## src/rtl/bsram_pkg.sv

```systemverilog
package bsram_pkg;
  localparam int BURST_W = 2;

  typedef enum logic [1:0] {
    ACC_NONE  = 2'd0,
    ACC_READ  = 2'd1,
    ACC_WRITE = 2'd2
  } acc_kind_e;
endpackage

```

## src/rtl/bsram_addr_ctl.sv

```systemverilog
module bsram_addr_ctl #(
  parameter int ADDR_W = 6
) (
  input  logic              clk,
  input  logic              rst_n,
  input  logic [ADDR_W-1:0] addr,
  input  logic              proc_stb_n,
  input  logic              ctrl_stb_n,
  input  logic              adv_n,
  input  logic              cs1_n,
  input  logic              cs2,
  input  logic              cs3_n,
  output logic              load,
  output logic              sel_ok,
  output logic              proc_load,
  output logic              acc_valid,
  output logic              active_q,
  output logic [ADDR_W-1:0] cur_q,
  output logic [ADDR_W-1:0] eff_addr
);
  import bsram_pkg::*;
  localparam int HI_W = ADDR_W - BURST_W;

  logic [BURST_W-1:0] cnt_next;

  // processor strobe is gated by the first select; controller strobe is not
  assign proc_load = !proc_stb_n && !cs1_n;
  assign load      = proc_load || !ctrl_stb_n;
  assign sel_ok    = !cs1_n && cs2 && !cs3_n;
  assign cnt_next  = cur_q[BURST_W-1:0] + {{(BURST_W-1){1'b0}}, !adv_n};

  always_comb begin
    if (load) begin
      acc_valid = sel_ok;
      eff_addr  = addr;
    end else begin
      acc_valid = active_q;
      eff_addr  = {cur_q[ADDR_W-1 -: HI_W], cnt_next};
    end
  end

  always_ff @(posedge clk or negedge rst_n) begin
    if (!rst_n) begin
      active_q <= 1'b0;
      cur_q    <= '0;
    end else if (load) begin
      active_q <= sel_ok;
      if (sel_ok) cur_q <= addr;
    end else if (active_q) begin
      cur_q <= eff_addr;
    end
  end
endmodule

```

## src/rtl/bsram_wr_dec.sv

```systemverilog
module bsram_wr_dec #(
  parameter int LANES = 4
) (
  input  logic                 acc_valid,
  input  logic                 proc_load,
  input  logic                 gw_n,
  input  logic                 bwe_n,
  input  logic [LANES-1:0]     lane_sel_n,
  output bsram_pkg::acc_kind_e kind,
  output logic [LANES-1:0]     lane_we
);
  import bsram_pkg::*;

  always_comb begin
    lane_we = '0;
    if (!acc_valid) begin
      kind = ACC_NONE;
    end else if (!proc_load && (!gw_n || !bwe_n)) begin
      kind    = ACC_WRITE;
      lane_we = !gw_n ? {LANES{1'b1}} : ~lane_sel_n;
    end else begin
      kind = ACC_READ;
    end
  end
endmodule

```

## src/rtl/bsram_array.sv

```systemverilog
module bsram_array #(
  parameter int ADDR_W = 6,
  parameter int LANES  = 4,
  parameter int LANE_W = 9
) (
  input  logic                    clk,
  input  logic                    rst_n,
  input  logic [ADDR_W-1:0]       eff_addr,
  input  logic [LANES-1:0]        lane_we,
  input  logic                    rd_en,
  input  logic [LANES*LANE_W-1:0] d_in,
  output logic [LANES*LANE_W-1:0] rd_data,
  output logic                    rd_vld
);
  localparam int DEPTH = 1 << ADDR_W;

  for (genvar g = 0; g < LANES; g++) begin : g_lane
    logic [LANE_W-1:0] mem [DEPTH];
    logic [LANE_W-1:0] rd_q;

    always_ff @(posedge clk) begin
      if (lane_we[g]) mem[eff_addr] <= d_in[g*LANE_W +: LANE_W];
      if (rd_en)      rd_q          <= mem[eff_addr];
    end

    assign rd_data[g*LANE_W +: LANE_W] = rd_q;
  end

  always_ff @(posedge clk or negedge rst_n) begin
    if (!rst_n) rd_vld <= 1'b0;
    else        rd_vld <= rd_en;
  end
endmodule

```

## src/rtl/bsram_core.sv

```systemverilog
module bsram_core #(
  parameter int ADDR_W = 6,
  parameter int LANES  = 4,
  parameter int LANE_W = 9
) (
  input  logic                    clk,
  input  logic                    rst_n,
  input  logic [ADDR_W-1:0]       addr,
  input  logic                    proc_stb_n,
  input  logic                    ctrl_stb_n,
  input  logic                    adv_n,
  input  logic                    cs1_n,
  input  logic                    cs2,
  input  logic                    cs3_n,
  input  logic                    gw_n,
  input  logic                    bwe_n,
  input  logic [LANES-1:0]        lane_sel_n,
  input  logic                    oe_n,
  input  logic [LANES*LANE_W-1:0] d_in,
  output logic [LANES*LANE_W-1:0] d_out,
  output logic                    d_oe
);
  import bsram_pkg::*;

  logic              load, sel_ok, proc_load, acc_valid, active_q, rd_vld;
  logic [ADDR_W-1:0] cur_q, eff_addr;
  logic [LANES-1:0]  lane_we;
  acc_kind_e         kind;

  bsram_addr_ctl #(.ADDR_W(ADDR_W)) u_addr (
    .clk(clk), .rst_n(rst_n), .addr(addr),
    .proc_stb_n(proc_stb_n), .ctrl_stb_n(ctrl_stb_n), .adv_n(adv_n),
    .cs1_n(cs1_n), .cs2(cs2), .cs3_n(cs3_n),
    .load(load), .sel_ok(sel_ok), .proc_load(proc_load),
    .acc_valid(acc_valid), .active_q(active_q), .cur_q(cur_q),
    .eff_addr(eff_addr)
  );

  bsram_wr_dec #(.LANES(LANES)) u_wdec (
    .acc_valid(acc_valid), .proc_load(proc_load), .gw_n(gw_n),
    .bwe_n(bwe_n), .lane_sel_n(lane_sel_n), .kind(kind), .lane_we(lane_we)
  );

  bsram_array #(.ADDR_W(ADDR_W), .LANES(LANES), .LANE_W(LANE_W)) u_arr (
    .clk(clk), .rst_n(rst_n), .eff_addr(eff_addr), .lane_we(lane_we),
    .rd_en(kind == ACC_READ), .d_in(d_in), .rd_data(d_out), .rd_vld(rd_vld)
  );

  // asynchronous output enable, qualified by a read on the last edge
  assign d_oe = !oe_n && rd_vld;
endmodule

```

## config.mk

```make
export PLATFORM = sky130hd
export DESIGN_NAME = bsram_core
export DESIGN_NICKNAME = d
export VERILOG_FILES = /design/src/rtl/bsram_pkg.sv /design/src/rtl/bsram_addr_ctl.sv /design/src/rtl/bsram_wr_dec.sv /design/src/rtl/bsram_array.sv /design/src/rtl/bsram_core.sv
export SDC_FILE = /design/constraint.sdc
export NUM_CORES = 2
export LEC_CHECK = 0
export BUFFER_PORTS_ARGS = -buffer_cell sky130_fd_sc_hd__buf_2
export CAP_MARGIN = 10
export CORE_MARGIN = 1.5
export CORE_UTILIZATION = 30
export CTS_BUF_LIST = sky130_fd_sc_hd__clkbuf_4 sky130_fd_sc_hd__clkbuf_8 sky130_fd_sc_hd__clkbuf_16
export CTS_CLUSTER_SIZE = 40
export DETAILED_ROUTE_END_ITERATION = 12
export HOLD_SLACK_MARGIN = 0.15
export PLACE_DENSITY = 0.54
export SETUP_SLACK_MARGIN = 0.02
export SLEW_MARGIN = 15
export SYNTH_ARGS = -nofsm -noshare
export SYNTH_HDL_FRONTEND = slang
export SYNTH_SLANG_ARGS = --single-unit
```

## constraint.sdc

```tcl
create_clock -name clk -period 4.3 [get_ports clk]
set_clock_uncertainty 0.05 [all_clocks]
set_input_delay 0.215 -clock clk [delete_from_list [all_inputs] [get_ports clk]]
set_output_delay 0.215 -clock clk [all_outputs]
set_load 0.01 [all_outputs]
```

# Word-level counts from Yosys, hierarchy flattened
# Memory sizes are Yosys's and may differ from the RTL's. A register that Yosys moved wholly into a read port is not among the register bits.
# Index checks and enable logic that the tools add are counted.
totals:
  reg_bits: 8
  ram_bits: 2304
  in_bits: 57
  output_inout_bits: 37
  word_cells: 47
  memories: 4
mem_list:
  columns: ["name", "words", "word_bits", "rd", "rd_ports_with_merged_regs", "wr", "line_no", "text"]
  rows:
  - ["u_arr.g_lane[0].mem", 64, 9, 1, 1, 1, "bsram_array.sv:18", "logic [LANE_W-1:0] mem [DEPTH];"]
  - ["u_arr.g_lane[1].mem", 64, 9, 1, 1, 1, "bsram_array.sv:18", null]
  - ["u_arr.g_lane[2].mem", 64, 9, 1, 1, 1, "bsram_array.sv:18", null]
  - ["u_arr.g_lane[3].mem", 64, 9, 1, 1, 1, "bsram_array.sv:18", null]
op_classes:
  add_sub_neg: 1
  n_eq_ne: 2
  muxes: 18
  n_bitwise: 1
  n_reduce_logical: 18
ops:
  columns: ["cell", "count"]
  rows:
  - ["6-bit two-way mux", 4]
  - ["4-bit two-way mux", 3]
  - ["1-bit logical NOT", 9]
  - ["1-bit two-way mux", 9]
  - ["1-bit logical AND", 5]
  - ["2-bit two-way mux", 2]
  - ["4-bit NOT", 1]
  - ["2-bit by 1-bit adder with 2-bit output", 1]
  - ["2-bit by 1-bit equality test with 1-bit output (second input constant)", 1]
  - ["1-bit logical OR", 2]
  - ["2-bit by 1-bit != test with 1-bit output (second input constant)", 1]
  - ["2-bit AND reduction", 1]
  - ["2-bit nonzero test", 1]

# Longest topological paths before layout
depth:
  depth_word: 8
  ltp_mapped: 13

# Hierarchy
# A second synthesis with hierarchy kept.
unflattened:
  hier_cells: 5165
  area_unflattened_um2: 89477.1
by_module_without_submodules:
  columns: ["mod", "instances", "cells_each", "area_per_inst_um2"]
  rows:
  - ["bsram_array", 1, 5103, 88957.8]
  - ["bsram_addr_ctl", 1, 48, 416.6]
  - ["bsram_wr_dec", 1, 12, 75.1]
  - ["bsram_core", 1, 2, 27.5]

# Worst setup path before layout
# OpenSTA, ideal clock, no wires.
synth_timing:
  path_kind: "flip-flop to flip-flop"
  startpoint: "reg u_addr.cur_q[0]"
  endpoint: "mem u_arr.g_lane[0].mem[17][0] (enable)"
  t_arrival_ps: 3097
  t_required_ps: 3863
  setup_slack_ps: 766
  stages_incl_launch_ff: 10
  synth_period_minus_slack_ps: 3534
  path_cell_list: "dfrtp_1 ha_1 buf_2 o211ai_2 nor3_1 clkbuf_1 clkbuf_1 nor2_1 clkbuf_1 nor3_1"
synth_between:
  elab_chain_cells: 2
synth_rtl:
  columns: ["item", "line_no", "text"]
  rows:
  - ["from (decl)", "bsram_addr_ctl.sv:18", "output logic [ADDR_W-1:0] cur_q,"]
  - ["from (signal assigned)", "bsram_addr_ctl.sv:48", "if (sel_ok) cur_q <= addr;"]
  - ["from (signal assigned)", "bsram_addr_ctl.sv:50", "cur_q <= eff_addr;"]
  - ["2-bit by 1-bit adder with 2-bit output", "bsram_addr_ctl.sv:30", "assign cnt_next = cur_q[BURST_W-1:0] + {{(BURST_W-1){1'b0}}, !adv_n};"]
  - ["6-bit two-way mux", "bsram_addr_ctl.sv:33", "if (load) begin"]
  - ["to (decl)", "bsram_array.sv:18", null]
# No other way between the ends.

# Worst setup path in the final report
layout_timing:
  startpoint: "reg u_addr.cur_q[0]"
  endpoint: "reg u_arr.g_lane[2].rd_q[2], read port of u_arr.g_lane[2].mem, data pin"
layout_between:
  elab_chain_cells: 2
layout_rtl:
  columns: ["item", "line_no", "text"]
  rows:
  - ["2-bit by 1-bit adder with 2-bit output", "bsram_addr_ctl.sv:30", null]
  - ["6-bit two-way mux", "bsram_addr_ctl.sv:33", null]
  - ["to (decl)", "bsram_array.sv:19", "logic [LANE_W-1:0] rd_q;"]
# No other way between the ends.
# A chain may end at the register's enable or synchronous reset.

==> metrics <==
period utilization a little over nine tenths; worst hold path class input pin to register; Critical Path End Type register; CP max-delay cell nor4_2; YS warnings 0; GR Util met3 3.86%; die height around 560 µm; share of post-route cells with drive strength above 1 approximately 18%; Tmin final about 4.2 ns; Starting Density 30.1%; CP Class register to register; PortBufs 93; Bufs on Longest Clock Path 3; hold_ws 0.241 ns; maximum VDD drop 0.380 mV; Yosys top cell by area edfxtp_1; vias per cell 5.88; status completed; buffers and inverters on the worst path 1; vias in the first global route 60.6k; M1 GR Usage 27.9%; core area about 0.31 mm²; Die Span X 562 µm; All-Layer GR Usage 20.5%; Sw Share 26.2%; htree depth 4; M2 GR Usage 32.4%; Clock Power Share 38.8%; clk slew on worst S/H paths 0.07 ns; Post-synth ARST share 0.341%; CTS Buf Count between 200 and 250; crit path launch type register; post-placement setup slack -0.126 ns; GR peak layer met2; cell area after layout about 0.11 mm²; CP cell instances ha_1 > xnor2_2 > or3_4 > buf_4 > o22ai_1 > a211oi_1 > a31oi_1 > nor4_2 > nand4_1; # DRC 0; Distinct cells, synth between 60 and 70; Max-Cap Viols 0; cell area power density 475 mW/mm²; Mapped Avg Cell Area 15.9 µm²; # IOs 94; final hold violations 0; Post-Syn Area 0.0938 mm²; fin. max-slew vios 0; postcts setup bufs 0; crit-path max cell delay slightly below 0.8 ns; Main synth FF type edfxtp_1; Post-DRT Antenna Nets 0; unrepaired setup endpoints after global routing false; sequential-to-total area share from yosys stat 75.2%; CTS tree built; Synth area leaders edfxtp_1, a22oi_1, mux2i_1; Post-synth EDFFs 2340; worst skew pair latency about 0.9 ns; placed instance area 0.103 mm²; RePlAce Congestion 0.863; cell row count 205; Layout Nets between 6k and 7k; WL/cell about 31 µm; Initial DRC Count 9732; Comb power frac 13.1%; 1st-pass router iterations 10; setup TNS 0 ns; Die ar. 0.316 mm²; fmax 240 MHz; Mapped Nets between 5k and 6k; P_int 38.8 mW; total wire length 336000 µm; CTS Sinks 2348; Root Buffer clkbuf_16; HPWL Detailed 206000 µm; sequential share of power 48.2%; Congestion Overflow GR 0; Top delay family on crit path simple AND/OR/NAND/NOR gates; Critical Path RT 4.83 ns; area delta synth->final 18.1%; vias 62.7k; top-area cell type share of the netlist area 74.9%; Worst-Margin Slew between 1 and 1.5 ns; switching power 13.8 mW; initial antenna violation count 30; final worst slack approximately 0.14 ns; CP Max Fanout 11; Finish-stage setup viols 0; Seq cells post-synth 2348; Cells after Synth 5885; first-pass GRT wire length 468000 µm; Max-slew headroom 17.7%; total power 52.6 mW; Worst EP arrival 4.69 ns; largest net degree at the start of global routing 103; Pleak 33.9 nW
layout by cell type, fill, tap and decap left out, drive strengths merged, types with 31 or more instances in the layout:
cell type	Yosys	routed
edfxtp	2340	2340
buf	134	652
a22oi	596	596
nand2	301	301
clkbuf	381	288
nor3	272	272
mux2i	261	261
o21ai	255	255
o22ai	164	164
a22o	159	159
a222oi	138	138
a221oi	122	122
a31oi	114	114
clkinv	0	106
a41oi	91	91
nor2	73	73
a211oi	66	66
and4	60	60
a21oi	55	55
dlygate4sd3	0	51
nor4	40	40
nand4	38	38
a31o	34	34
mux2	32	32
a41o	31	31
state kept, by name, summed over array words and instances, names as in the netlist:
register           count
u_addr.active_q        1
u_addr.cur_q           6
u_arr.g_lane.mem    2304
u_arr.g_lane.rd_q     36
u_arr.rd_vld           1
timing repair:
item | CTS | global route
gates resized for setup | 0 | 1
endpoints found under the hold margin | 2095 | 0
endpoints found under the setup margin | 0 | 1
hold buffers | 51 | 0
stage by stage:
stage | util (%) | std cells
final | 35.6 | 10700
after global routing | 35.5 | 10700
after CTS | 35.5 | 10600
after detailed placement | 32.9 | 10200
after global placement | 32.9 | 10200
after floorplan | - | 5885
final cells by class:
class | instances | area, µm²
Clock inverter | 139 | 1360
Sequential cell | 2348 | 70500
Timing Repair Buffer | 703 | 5760
Multi-Input combinational cell | 3016 | 21600
Inverter | 6 | 22.5
Fill cell | 29500 | 201000
Clock buffer | 288 | 6260
Tap cell | 4140 | 5180
Antenna cell | 18 | 45.0
synthesized netlist by cell type, types with 17 or more instances:
cell / number
a31oi_1: 114
nand4_1: 38
edfxtp_1: 2340
mux2_2: 32
buf_1: 62
nor2_1: 73
nand3_1: 17
a31o_2: 34
a22oi_1: 596
a41o_1: 31
o22ai_1: 164
a211oi_1: 66
a41oi_1: 91
mux2i_1: 261
clkbuf_1: 381
buf_2: 71
nor4_1: 39
nand2_1: 301
and4_1: 60
a221oi_1: 122
a22o_1: 159
nor3_1: 272
a222oi_1: 138
a21oi_1: 55
o21ai_0: 254
power by group through the flow:
stage,clock (mW),combinational [mW],sequential [mW]
6_report,20.4,6.87,25.4
5_1_grt,21.4,7.07,25.3
4_1_cts,20.6,6.73,25.4
3_5_place_dp,0,6.66,25.8
3_3_place_gp,0,6.60,25.8
2_1_floorplan,0,3.33,25.8
path summary, 6_finish.rpt:
check / from / endpoint / slack (ns) / cells after the start
worst max-delay path: u_addr.cur_q[0]$_DFFE_PN0P_ / u_arr.g_lane[2].rd_q[2]$_DFFE_PP_ / 0.14 / 9
worst min-delay path: d_in[33] / u_arr.g_lane[3].mem[19][6]$_DFFE_PP_ / 0.24 / 2
worst max register to register: u_addr.cur_q[0]$_DFFE_PN0P_ / u_arr.g_lane[2].rd_q[2]$_DFFE_PP_ / 0.14 / 9
worst min register to register: u_addr.cur_q[3]$_DFFE_PN0P_ / u_addr.cur_q[3]$_DFFE_PN0P_ / 0.49 / 1
max in group asynchronous: rst_n / u_addr.cur_q[2]$_DFFE_PN0P_ / 3.39 / 3
min in group asynchronous: rst_n / u_arr.rd_vld$_DFF_PN0_ / 0.34 / 3
logic make-up (layout without fill, tap and decap cells):
group / Yosys count / after routing / synth area share, %
flops: 2348 / 2348 / 75.2
compound gates: 1871 / 1871 / 14.8
simple gates: 841 / 841 / 4.42
buf+inv: 521 / 1136 / 2.18
mux: 301 / 301 / 3.36
xor+xnor: 2 / 2 / 0.0187
fa+ha+maj: 1 / 1 / 0.0133
other cells: 0 / 18 / 0
routing by layer:
layer  vias up  share of wire (%)
met3       628                 10
met5         -              0.017
met2      3955                 46
met1     32500                 40
met4        10                3.9
li1      25600                  -
Note: power is estimated with default switching activity, not from simulation.
